`config.mk`:
```
export PLATFORM = sky130hd
export DESIGN_NAME = page_ilv_seq
export DESIGN_NICKNAME = d
export VERILOG_FILES = /design/src/rtl/ipil_pkg.sv /design/src/rtl/ipil_decode.sv /design/src/rtl/ipil_hold.sv /design/src/rtl/page_ilv_seq.sv
export SDC_FILE = /design/constraint.sdc
export NUM_CORES = 1
export LEC_CHECK = 0
export BUFFER_PORTS_ARGS = -buffer_cell sky130_fd_sc_hd__clkbuf_2
export CAP_MARGIN = 0
export CORE_UTILIZATION = 40
export CTS_BUF_LIST = sky130_fd_sc_hd__clkbuf_4 sky130_fd_sc_hd__clkbuf_8 sky130_fd_sc_hd__clkbuf_16
export CTS_CLUSTER_DIAMETER = 200
export DETAILED_ROUTE_END_ITERATION = 10
export GPL_TIMING_DRIVEN = 0
export MAX_ROUTING_LAYER = met4
export PLACE_DENSITY = 0.88
export SETUP_SLACK_MARGIN = 0.15
export SYNTH_ARGS = -nofsm -noshare
export SYNTH_HDL_FRONTEND = slang
export SYNTH_SLANG_ARGS = --single-unit
```
`constraint.sdc`:
```
create_clock -name clk -period 3.53 [get_ports clk]
set_input_delay 0.353 -clock clk [delete_from_list [all_inputs] [get_ports clk]]
set_output_delay 0.353 -clock clk [all_outputs]
set_load 0.01 [all_outputs]
```
`src/rtl/ipil_pkg.sv`:
```
package ipil_pkg;
  // lane index bits inside the page offset; order is the interleave order
  localparam int PLANE_SEL_BIT = 0;
  localparam int BANK_SEL_BIT  = 1;
  localparam int CHIP_SEL_BIT  = 2;
  localparam int LANE_W        = 3;
  localparam int LANES         = 1 << LANE_W;
endpackage

```
`src/rtl/ipil_decode.sv`:
```
module ipil_decode
  import ipil_pkg::*;
#(
  parameter int OFF_IN_W = 12,
  parameter int PG_W     = 7,
  parameter int BLK_W    = 11
) (
  input  logic                     pair,
  input  logic [OFF_IN_W-1:0]      off,
  input  logic [LANES*BLK_W-1:0]   lane_blk,
  output logic                     chip,
  output logic                     bank,
  output logic [1:0]               plane,
  output logic [BLK_W+1:0]         pblk,
  output logic [PG_W-1:0]          page,
  output logic                     mp,
  output logic                     bad
);
  localparam int OFF_W = PG_W + LANE_W;

  logic [BLK_W-1:0]  blk_tab [LANES];
  logic [LANE_W-1:0] lane;

  generate
    for (genvar g = 0; g < LANES; g++) begin : g_lane
      assign blk_tab[g] = lane_blk[g*BLK_W +: BLK_W];
    end
    if (OFF_IN_W > OFF_W) begin : g_rng
      assign bad = |off[OFF_IN_W-1:OFF_W];
    end else begin : g_norng
      assign bad = 1'b0;
    end
  endgenerate

  always_comb begin
    lane  = off[LANE_W-1:0];
    plane = {pair, off[PLANE_SEL_BIT]};
    bank  = off[BANK_SEL_BIT];
    chip  = off[CHIP_SEL_BIT];
    page  = off[OFF_W-1:LANE_W];
    pblk  = {blk_tab[lane], plane};
    mp    = off[PLANE_SEL_BIT];
  end
endmodule

```
`src/rtl/ipil_hold.sv`:
```
module ipil_hold #(
  parameter int PG_W  = 7,
  parameter int PBK_W = 13
) (
  input  logic             clk,
  input  logic             rst_n,
  input  logic             take,
  input  logic             bad,
  input  logic             d_chip,
  input  logic             d_bank,
  input  logic [1:0]       d_plane,
  input  logic [PBK_W-1:0] d_blk,
  input  logic [PG_W-1:0]  d_page,
  input  logic             d_mp,
  input  logic             cmd_ready,
  output logic             cmd_valid,
  output logic             cmd_chip,
  output logic             cmd_bank,
  output logic [1:0]       cmd_plane,
  output logic [PBK_W-1:0] cmd_blk,
  output logic [PG_W-1:0]  cmd_page,
  output logic             cmd_mp,
  output logic             err
);
  always_ff @(posedge clk) begin
    if (!rst_n) begin
      cmd_valid <= 1'b0;
      err       <= 1'b0;
      cmd_chip  <= 1'b0;
      cmd_bank  <= 1'b0;
      cmd_plane <= '0;
      cmd_blk   <= '0;
      cmd_page  <= '0;
      cmd_mp    <= 1'b0;
    end else begin
      err <= take & bad;
      if (take && !bad) begin
        cmd_valid <= 1'b1;
        cmd_chip  <= d_chip;
        cmd_bank  <= d_bank;
        cmd_plane <= d_plane;
        cmd_blk   <= d_blk;
        cmd_page  <= d_page;
        cmd_mp    <= d_mp;
      end else if (cmd_valid && cmd_ready) begin
        cmd_valid <= 1'b0;
      end
    end
  end


  hold_stable_chk: assert property (@(posedge clk) disable iff (!rst_n)
    cmd_valid && !cmd_ready |=> cmd_valid && $stable(cmd_blk) && $stable(cmd_page)
      && $stable(cmd_plane) && $stable(cmd_chip) && $stable(cmd_bank) && $stable(cmd_mp));


  reject_chk: assert property (@(posedge clk) disable iff (!rst_n)
    take && bad |=> err && !cmd_valid);


  drop_chk: assert property (@(posedge clk) disable iff (!rst_n)
    cmd_valid && cmd_ready && !take |=> !cmd_valid);
endmodule

```
`src/rtl/page_ilv_seq.sv`:
```
module page_ilv_seq
  import ipil_pkg::*;
#(
  parameter int PAGES_PER_BLK  = 128,
  parameter int BLKS_PER_PLANE = 2048,
  parameter int OFF_IN_W       = 12,
  localparam int PG_W  = $clog2(PAGES_PER_BLK),
  localparam int BLK_W = $clog2(BLKS_PER_PLANE),
  localparam int PBK_W = BLK_W + 2
) (
  input  logic                   clk,
  input  logic                   rst_n,
  input  logic                   req_valid,
  output logic                   req_ready,
  input  logic                   req_pair,
  input  logic [OFF_IN_W-1:0]    req_off,
  input  logic [LANES*BLK_W-1:0] lane_blk,
  output logic                   cmd_valid,
  input  logic                   cmd_ready,
  output logic                   cmd_chip,
  output logic                   cmd_bank,
  output logic [1:0]             cmd_plane,
  output logic [PBK_W-1:0]       cmd_blk,
  output logic [PG_W-1:0]        cmd_page,
  output logic                   cmd_mp,
  output logic                   err
);
  logic             take, bad, d_chip, d_bank, d_mp;
  logic [1:0]       d_plane;
  logic [PBK_W-1:0] d_blk;
  logic [PG_W-1:0]  d_page;

  assign req_ready = ~cmd_valid;
  assign take      = req_valid & req_ready;

  ipil_decode #(.OFF_IN_W(OFF_IN_W), .PG_W(PG_W), .BLK_W(BLK_W)) u_dec (
    .pair(req_pair), .off(req_off), .lane_blk(lane_blk),
    .chip(d_chip), .bank(d_bank), .plane(d_plane), .pblk(d_blk),
    .page(d_page), .mp(d_mp), .bad(bad)
  );

  ipil_hold #(.PG_W(PG_W), .PBK_W(PBK_W)) u_hold (
    .clk(clk), .rst_n(rst_n), .take(take), .bad(bad),
    .d_chip(d_chip), .d_bank(d_bank), .d_plane(d_plane), .d_blk(d_blk),
    .d_page(d_page), .d_mp(d_mp), .cmd_ready(cmd_ready),
    .cmd_valid(cmd_valid), .cmd_chip(cmd_chip), .cmd_bank(cmd_bank),
    .cmd_plane(cmd_plane), .cmd_blk(cmd_blk), .cmd_page(cmd_page),
    .cmd_mp(cmd_mp), .err(err)
  );


  page_field_chk: assert property (@(posedge clk) disable iff (!rst_n)
    take && !bad |=> cmd_valid && cmd_page == $past(req_off[PG_W+LANE_W-1:LANE_W]));


  plane_field_chk: assert property (@(posedge clk) disable iff (!rst_n)
    take && !bad |=> cmd_plane == {$past(req_pair), $past(req_off[PLANE_SEL_BIT])});
endmodule

```
# --- Word-level counts from Yosys, hierarchy flattened ---
# Index checks and enable logic that the tools add are counted.
totals:
  register_bits: 27
  inputBits: 105
  output_inout_bits: 28
  word_cells: 23
op_classes:
  reduce_logical: 5
  mux: 5
  n_lt_le_gt_ge: 1
  n_bitwise: 4
ops:
  columns: ["op", "n"]
  rows:
  - ["11-bit binary-select mux with 3-bit select", 1]
  - ["11-bit 2-to-1 mux", 2]
  - ["4-bit greater-or-equal comparator (second input constant)", 1]
  - ["3-bit NOT with 4-bit output", 1]
  - ["1-bit bitwise AND", 2]
  - ["1-bit logical AND", 2]
  - ["1-bit 2-to-1 mux", 2]
  - ["2-bit nonzero test", 1]
  - ["2-bit OR reduction", 1]
  - ["1-bit zero test", 1]
  - ["1-bit NOT", 1]

# --- Longest topological paths before layout ---
logic_depth:
  depth_word: 4
  depth_mapped: 6
  ltp_nobuf: 4

# --- By module ---
# A second synthesis with hierarchy kept.
unflattened:
  cells_unflattened: 170
  area_unflattened_um2: 1960.6
by_module_without_submodules:
  columns: ["mod", "cells_per_inst", "seq_area_each_um2", "area_each_um2", "n_inst"]
  rows:
  - ["ipil_hold", 115, 540.5, 1103.6, 1]
  - ["ipil_decode", 53, 0.0, 847.1, 1]
  - ["page_ilv_seq", 2, 0.0, 10.0, 1]

# --- Worst setup path before layout ---
# OpenSTA, ideal clock, no wires.
synth_timing:
  path_kind: "input -> register"
  from: "input req_off[0]"
  to: "register u_hold.cmd_blk[3]"
  arrival_ns: 1.305
  path_buffers: 3
  cell_stages: 6
  setup_ns: 0.070
  required_ns: 3.460
  path_slack_ns: 2.155
  cell_sequence: "buf_6 > buf_12 > buf_12 > mux2i_1 > a221o_1 > a21oi_1"
synth_between:
  elab_chain_cells: 4
synth_rtl:
  columns: ["element", "line_no", "text"]
  rows:
  - ["start: declaration", "page_ilv_seq.sv:16", "input logic [OFF_IN_W-1:0] req_off,"]
  - ["3-bit NOT with 4-bit output (not written as such)", "ipil_decode.sv:41", "pblk = {blk_tab[lane], plane};"]
  - ["11-bit binary-select mux with 3-bit select", "ipil_decode.sv:41", null]
  - ["11-bit 2-to-1 mux (not written as such) (2 in series)", "ipil_decode.sv:41", null]
  - ["end signal: assignment", "ipil_hold.sv:42", "cmd_blk <= d_blk;"]
  - ["end: declaration", "ipil_hold.sv:20", "output logic [PBK_W-1:0] cmd_blk,"]
# No other way between the ends. The select of a mux whose other input is x is not followed.
# A chain may end at the register's enable or synchronous reset.

# --- Worst setup path in the final report ---
layout_timing:
  from: "register u_hold.cmd_valid"
  to: "register u_hold.cmd_blk[12]"
layout_between:
  elab_chain_cells: 3
layout_rtl:
  columns: ["element", "line_no", "text"]
  rows:
  - ["start: declaration", "ipil_hold.sv:16", "output logic cmd_valid,"]
  - ["start signal: assignment", "ipil_hold.sv:27", "cmd_valid <= 1'b0;"]
  - ["start signal: assignment", "ipil_hold.sv:38", "cmd_valid <= 1'b1;"]
  - ["start signal: assignment", "ipil_hold.sv:46", "cmd_valid <= 1'b0;"]
  - ["1-bit NOT", "page_ilv_seq.sv:33", "assign req_ready = ~cmd_valid;"]
  - ["1-bit bitwise AND", "page_ilv_seq.sv:34", "assign take = req_valid & req_ready;"]
  - ["1-bit logical AND", "ipil_hold.sv:37", "if (take && !bad) begin"]
# No other way between the ends.

==> flow_metrics.py <==
metrics = {
    "run_status": {
        "status": "finished, final reports clean",
    },
    "setup_path": {
        "r2r_setup_slack_ns": 1.99,
        "r2r_start": "u_hold.cmd_valid",
        "cp-end-kind": "register",
        "ff2ff_path_depth": 6,
        "arrival_ns": 1.74,
        "crit_type": "register to register",
        "required_ns": 3.73,
        "r2r-end": "u_hold.cmd_blk[12]",
        "cp-start-kind": "register",
        "cp_max_fo": 10,
    },
    "timing": {
        "drv_slew": 0,
        "grt_setup_unrepaired": "false",
        "fin_tns_setup_ns": 0,
        "min_period_over_period": 0.435,
        "tightest_slew_ns": 0.460,
        "final.setup_skew_ns": 0.00225,
        "fin_crit_ns": 1.54,
        "relSlewSlack": 0.693,
        "clock.fmax_mhz": 651,
        "hold_viol": 0,
        "final-setup-viol-count": 0,
    },
    "yosys": {
        "synth_fp_nets": 280,
        "syn-cell-area_um2": 1610,
        "ys_top_cells_by_area": "dfxtp_1 (30%), mux2_2 (15%), mux2i_1 (14%)",
        "yosys.area.top_type": "dfxtp_1",
        "synth_top_area_share": 0.299,
        "synthDistinctLibCells": 22,
        "syn_inst": 175,
        "synth_warnings": 0,
        "ys_seq_area_frac": 0.299,
        "ys_ff_latch": 24,
        "syn_area_per_cell_um2": 9.18,
    },
    "power_and_ir_drop": {
        "total_power_uw": 731,
        "leakage_uw": 0.00122,
        "pwr_density_cell_nw_per_um2": 306,
        "peakVddDrop_v": 0.000202,
    },
    "route": {
        "dr.pass1.iters": 4,
        "drt-total-wl_um": 4950,
        "wl_per_cell_um": 13.8,
        "wl_met1_um": 2010,
        "highest_layer": "met4",
        "drtIter0Drc": 88,
        "met3_length_um": 351,
        "routed_via_density": 5.25,
        "wl_met2_um": 2490,
        "vias": 1879,
        "drc": 0,
        "ant_nets": 0,
    },
    "floorplanning": {
        "rows": 22,
        "ios": 133,
        "die_h_um": 65.4,
        "core_area_um2": 3740,
        "start_util": 0.429,
        "dieArea_um2": 4270,
        "die_w_um": 65.4,
    },
    "clock_tree": {
        "htree_num_levels": 1,
        "numCtsBuffers": 3,
        "clock-root-buffer": "clkbuf_8",
        "cts.path.max_buffers": 2,
        "cts_tree": "yes",
        "cts_hold_buf": 0,
        "cts.sinks": 24,
        "cts_resized": 0,
        "clock_latency_ns": 0.27,
        "clk_pin_slew_ns": 0.08,
        "post-cts-setup-buffer-count": 0,
    },
    "hold_path": {
        "hold_class": "input pin to register",
        "worst_hold_path.endpoint": "u_hold.cmd_page[1]",
        "min_path_cells": 3,
        "min_from": "req_off[4]",
    },
    "finish": {
        "fillers": 328,
        "regArea_um2": 480,
        "nNetsFinal": 416,
        "final_common_cell": "clkbuf_2",
        "antenna_cells": 0,
        "multi_input_area_um2": 991,
        "layout-drive-gt1-share": 0.535,
        "final_cell_mix": "clkbuf_2 (131), dfxtp_1 (24), nand2_1 (23)",
        "final_util": 0.639,
        "syn_to_final_growth_pct": 49.0,
    },
    "global_route": {
        "grt_antenna_before_repair": 0,
        "gr-total-overflow": 0,
        "grt_use_total": 0.241,
        "grt_pass1_vias": 1707,
        "grt_first_pass_wirelength_um": 7670,
        "grt_max_degree": 15,
    },
    "flow_run": {
        "maxCapViolCount": 0,
    },
    "place": {
        "routabilityCongestion": 0.814,
        "io_buffers": 131,
        "hpwl_um": 4110,
    },
}
==> critical path, stage by stage, from the launching register on <==
cell	delay (ns)
dfxtp_1	0.33
inv_1	0.10
and3_1	0.15
clkbuf_1	0.24
clkbuf_1	0.37
o21ai_0	0.15
a21oi_1	0.13
==> cells by family after synthesis <==
group | share of synthesized area
AOI/OAI and AO/OA | 0.236
buffers and inverters | 0.0841
DFF | 0.299
muxes | 0.291
and+or+nand+nor | 0.0896
==> synthesized netlist by cell type <==
cell type,instances
a21boi_0,11
a21oi_1,11
a221o_1,11
and3_1,1
buf_12,2
buf_2,1
buf_4,3
buf_6,3
clkbuf_1,8
dfxtp_1,24
inv_1,1
mux2_2,22
mux2i_1,22
nand2_1,23
nand2b_1,2
nand3_1,1
nor2_1,3
nor2b_1,2
nor4bb_1,1
o21a_1,1
o21ai_0,11
o22ai_1,11
==> routing by layer <==
layer,track usage,vias up
met5,-,-
met4,0.0707,0
met3,0.0469,12
met2,0.442,93
met1,0.262,854
li1,-,920
==> final cells by class <==
cell class	instances	area share
Multi-Input combinational cell	133	0.414
Timing Repair Buffer	131	0.274
Sequential cell	24	0.201
Buffer	17	0.0549
Tap cell	48	0.0251
Clock buffer	3	0.0173
Clock inverter	1	0.0125
Inverter	1	0.00157
==> flip-flops by register name, summed over array words and instances (netlist names) <==
register,cells
u_hold.err,1
u_hold.cmd_valid,1
u_hold.cmd_blk,12
u_hold.cmd_page,7
u_hold.cmd_bank,1
u_hold.cmd_chip,1
u_hold.cmd_plane,1
==> report_power, final <==
| part | internal, µW | total (µW) | switching [µW] |
|---|---|---|---|
| Clock | 152 | 239 | 87.6 |
| Sequential | 282 | 288 | 5.71 |
| Combinational | 114 | 204 | 89.8 |
==> worst max path at each step <==
| stage | from | to | slack (ns) | cells past startpoint |
|---|---|---|---|---|
| 3_3_place_gp | req_off[11] | u_hold.cmd_blk[3] | 1.88 | 7 |
| 3_5_place_dp | req_off[11] | u_hold.cmd_blk[2] | 1.80 | 7 |
| 5_1_grt | u_hold.cmd_valid | u_hold.cmd_blk[12] | 1.78 | 6 |
| 4_1_cts | u_hold.cmd_valid | u_hold.cmd_blk[12] | 2.00 | 6 |
| 2_1_floorplan | req_off[0] | u_hold.cmd_blk[3] | 2.16 | 6 |
| 6_report | u_hold.cmd_valid | u_hold.cmd_blk[12] | 1.99 | 6 |
==> per-stage QoR <==
step,worst slack (ns),std cells,instance area [µm²],hold slack (ns)
6_report,1.99,358,2390,0.304
5_1_grt,1.78,358,2390,0.312
4_1_cts,2.00,358,2390,0.305
3_5_place_dp,1.80,354,2320,0.454
3_3_place_gp,1.88,354,2320,0.436
2_1_floorplan,2.16,175,1610,0.487
Note: power is estimated with default switching activity, not from simulation.
